## config.mk

```make
export PLATFORM = sky130hd
export DESIGN_NAME = charge_break_sequencer
export DESIGN_NICKNAME = d
export VERILOG_FILES = /design/src/rtl/charge_break_sequencer.sv
export SDC_FILE = /design/constraint.sdc
export NUM_CORES = 1
export LEC_CHECK = 0
export BUFFER_PORTS_ARGS = -buffer_cell sky130_fd_sc_hd__buf_2
export CAP_MARGIN = 20
export CORE_UTILIZATION = 45
export DETAILED_ROUTE_END_ITERATION = 10
export PLACE_DENSITY = 0.6
export SYNTH_ARGS = -nofsm -noshare
export SYNTH_HDL_FRONTEND = slang
export SYNTH_SLANG_ARGS = --single-unit
```

## constraint.sdc

```tcl
create_clock -name clk -period 1.65 [get_ports clk]
set_input_delay 0.165 -clock clk [delete_from_list [all_inputs] [get_ports clk]]
set_output_delay 0.165 -clock clk [all_outputs]
set_load 0.005 [all_outputs]
```

## src/rtl/charge_break_sequencer.sv

```systemverilog
module charge_break_sequencer #(
  parameter int CYCLE_TICKS  = 16384,
  parameter int BREAK_TICKS  = 2048,
  parameter int SETTLE_TICKS = 1024,
  parameter int SYNC_DELAY   = 32,
  parameter int SYNC_TICKS   = 8
) (
  input  logic clk,
  input  logic rst,
  input  logic tick_800hz,
  output logic charge_on,
  output logic measure_window,
  output logic sync_pulse,
  output logic cycle_done
);

  localparam int PW = $clog2(CYCLE_TICKS);
  localparam int XW = PW + 1;
  localparam int BRK_START_I  = CYCLE_TICKS - BREAK_TICKS;
  localparam int MEAS_START_I = BRK_START_I + SETTLE_TICKS;
  localparam int SYNC_START_I = BRK_START_I + SYNC_DELAY;
  localparam int SYNC_END_I   = SYNC_START_I + SYNC_TICKS;

  localparam logic [PW-1:0] LAST       = PW'(CYCLE_TICKS - 1);
  localparam logic [XW-1:0] BRK_START  = XW'(BRK_START_I);
  localparam logic [XW-1:0] MEAS_START = XW'(MEAS_START_I);
  localparam logic [XW-1:0] SYNC_START = XW'(SYNC_START_I);
  localparam logic [XW-1:0] SYNC_END   = XW'(SYNC_END_I);

  if (BREAK_TICKS < 1 || BREAK_TICKS >= CYCLE_TICKS || SETTLE_TICKS >= BREAK_TICKS ||
      SYNC_TICKS < 1 || SYNC_DELAY + SYNC_TICKS > BREAK_TICKS) begin : g_bad_params
    $error("charge_break_sequencer: inconsistent timing parameters");
  end

  logic [PW-1:0] pos;
  logic [XW-1:0] pos_x;
  logic          at_last;

  assign at_last = (pos == LAST);
  assign pos_x   = {1'b0, pos};

  always_ff @(posedge clk) begin
    if (rst) begin
      pos        <= '0;
      cycle_done <= 1'b0;
    end else begin
      cycle_done <= tick_800hz && at_last;
      if (tick_800hz) pos <= at_last ? '0 : pos + 1'b1;
    end
  end

  assign charge_on      = pos_x < BRK_START;
  assign measure_window = pos_x >= MEAS_START;
  assign sync_pulse     = (pos_x >= SYNC_START) && (pos_x < SYNC_END);

  p_hold_r2: assert property (@(posedge clk) disable iff (rst)
    !tick_800hz |=> $stable(pos));

  p_wrap_r3: assert property (@(posedge clk) disable iff (rst)
    (tick_800hz && at_last) |=> (pos == '0));

  p_enter_break_r4: assert property (@(posedge clk) disable iff (rst)
    (tick_800hz && pos_x == BRK_START - 1'b1) |=> !charge_on);

  p_done_single_r7: assert property (@(posedge clk) disable iff (rst)
    cycle_done |=> !cycle_done);

  p_done_after_window_r7: assert property (@(posedge clk) disable iff (rst)
    cycle_done |-> (charge_on && $past(measure_window)));

  p_exclusive_r8: assert property (@(posedge clk) disable iff (rst)
    charge_on |-> (!measure_window && !sync_pulse));

endmodule

```

==> results.json <==
{
  "async_flop_share_pct": 0,
  "synthFlopType": "dfxtp_1",
  "start_kind": "register",
  "cpPeakStageDelay_ps": 400,
  "layout.nets": 95,
  "cp-end-kind": "register",
  "drive_gt1_share_pct": 16.7,
  "route.detailed.drc": 0,
  "core_area_mm2": 0.00138,
  "status": "finished, final reports clean",
  "die_area_mm2": 0.00175,
  "max_slew.worst_pin.slew_ps": 294,
  "track_usage_pct": 17.6,
  "total_power_w": 0.000603,
  "synth-seq-area-share_pct": 42.2,
  "p_leak_nw": 0.329,
  "grt-ovfl-total": 0,
  "synth-seq-cells": 15,
  "cts.sink_count": 15,
  "vias": 566,
  "clockBufferDepth": 2,
  "numCtsBuffers": 3,
  "r2r_setup_slack_ps": 160,
  "first_global_vias": 527,
  "grt_util_met2_pct": 25.0,
  "synthTopCellsByArea": "dfxtp_1 (42%), xor2_1 (14%), nor2_1 (6.9%), nand4_1 (5.3%), and4_1 (3.7%)",
  "p_per_area_mw_per_mm2": 762,
  "maxCapViolCount": 0,
  "hold_buffers": 0,
  "critPathMaxFanout": 6,
  "place.detailed.hpwl_um": 935,
  "synth_top_area_cell": "dfxtp_1",
  "required_ps": 1830,
  "grt_pass1_wl_um": 2300,
  "met1_usage_pct": 23.0,
  "diodes": 0,
  "htreeDepth": 1,
  "vias_per_cell": 5.39,
  "port_buffers": 6,
  "place_congestion": 0.861,
  "cts-resized-gates": 0,
  "synth_cell_type_count": 25,
  "setup_violations": 0,
  "firstDrtPassIters": 4,
  "ys_warn_count": 0,
  "ctsRootBufferMaster": "clkbuf_4",
  "drt_iter0_drc": 13,
  "maxSlewViolCount": 0,
  "synth-edff-count": 0,
  "yosysMostFrequentCell": "dfxtp_1",
  "clock_skew_ps": 1.06,
  "busiest_layer": "met2",
  "rsz0062_at_grt": "false",
  "finalHoldViolations": 0,
  "crit_arrival_ps": 1670,
  "area_growth_pct": 11.1,
  "clock.fmax_mhz": 669,
  "initial_core_util_pct": 51.5,
  "synth_top_area_share_pct": 42.2,
  "grt_max_degree": 10,
  "setup_tns_ps": 0,
  "crit_chain": "and4_1, nand2_1, or3_1, a32o_1",
  "clkTransAtPathRegs_ps": 90,
  "syn-cell-area_um2": 712,
  "die_x_um": 41.8,
  "min_path_type": "in2reg",
  "synthTopCellsByCount": "dfxtp_1 (15), nor2_1 (13), xor2_1 (11)",
  "period_needed_ps": 1490,
  "syn_area_per_cell_um2": 9.01,
  "num_rows": 13,
  "clkLatencyLatePin_ps": 280,
  "synth_cells": 79,
  "cts_setup_buffers": 0,
  "slew_headroom_pct": 80.4,
  "irDropWorstVdd_mv": 0.424,
  "cts_tree": "built",
  "drtAntennaViolNets": 0,
  "synth_nets": 83,
  "criticalPathCategory": "reg2reg",
  "fin_crit_sh_pct": 90.5,
  "cp_slowest_cell": "dfxtp_1",
  "ios": 7,
  "antenna_found_initial": 0,
  "wl_um": 1300,
  "grt_use_met3_pct": 6.52,
  "wl_per_cell_um": 12.4,
  "fp.dieH_um": 41.8
}
-- stage by stage --
stage	cell area [um2]	hold WS [ps]	setup slack, ps	cells	utilization [%]
final	791	172	156	105	57.2
after global routing	791	163	29.3	105	57.2
after CTS	791	163	151	105	57.2
after detailed placement	764	472	168	101	55.3
after global placement	764	464	177	101	55.3
after floorplan	712	369	235	79	-
-- per-layer routing --
metal	wire [um]	up-vias
li1	-	292
met1	653	253
met2	563	15
met3	49	6
met4	38	0
met5	0	-
-- final timing paths --
| path | start | to | depth (start not counted) |
|---|---|---|---|
| setup / recovery | pos[4] | pos[1] | 4 |
| hold / removal | rst | pos[8] | 2 |
| setup reg to reg | pos[4] | pos[1] | 4 |
| hold reg to reg | pos[1] | pos[1] | 1 |
-- layout by cell type, fill, tap and decap left out --
cell type / instances
nor2_1: 13
o21bai_1: 1
clkbuf_1: 1
nor2b_1: 1
nand4_1: 6
nor4_1: 1
xnor2_1: 1
buf_4: 5
or3_1: 1
nor4b_1: 1
clkbuf_4: 3
nor3_1: 1
and3_1: 4
a22o_2: 1
and2b_1: 1
nand2_1: 6
xor2_1: 11
inv_1: 1
and2_1: 3
and4_1: 3
a32o_1: 1
dfxtp_1: 15
nand3_1: 2
buf_2: 6
ha_1: 1
-- worst max-delay path: cells and delay by family, from the launching register on --
kind / cells / cell delay (ps)
and+or+nand+nor: 3 / 750
DFF: 1 / 400
AOI/OAI and AO/OA: 1 / 250
-- logic make-up (layout without fill, tap and decap cells) --
logic type	Yosys count	count (layout)	synth area share (%)
adder cells (fa/ha/maj)	1	1	1.76
AO/OA/AOI/OAI	3	3	3.87
XOR/XNOR	12	12	14.8
flip-flops	15	15	42.2
AND/OR/NAND/NOR	43	43	32.2
buffers and inverters	5	16	5.27
-- state kept, by name (all words and copies together), names as in the netlist --
| signal | count |
|---|---|
| cycle_done | 1 |
| pos | 14 |
-- power breakdown --
| part | switching [W] | internal (W) |
|---|---|---|
| combinational | 0.0000124 | 0.0000123 |
| clock | 0.000114 | 0.0000938 |
| sequential | 0.00000362 | 0.000366 |
| total | 0.000130 | 0.000472 |
-- area by class of cell --
class                      count  area [um2]
clock buffer                   4        26.3
timing repair buffer          11        67.6
sequential                    15         300
multi-input combinational     59         374
tap                           15        18.8
fill                         129         592
inverter                       1        3.75
No activity file was read; power rests on OpenSTA's default activity.
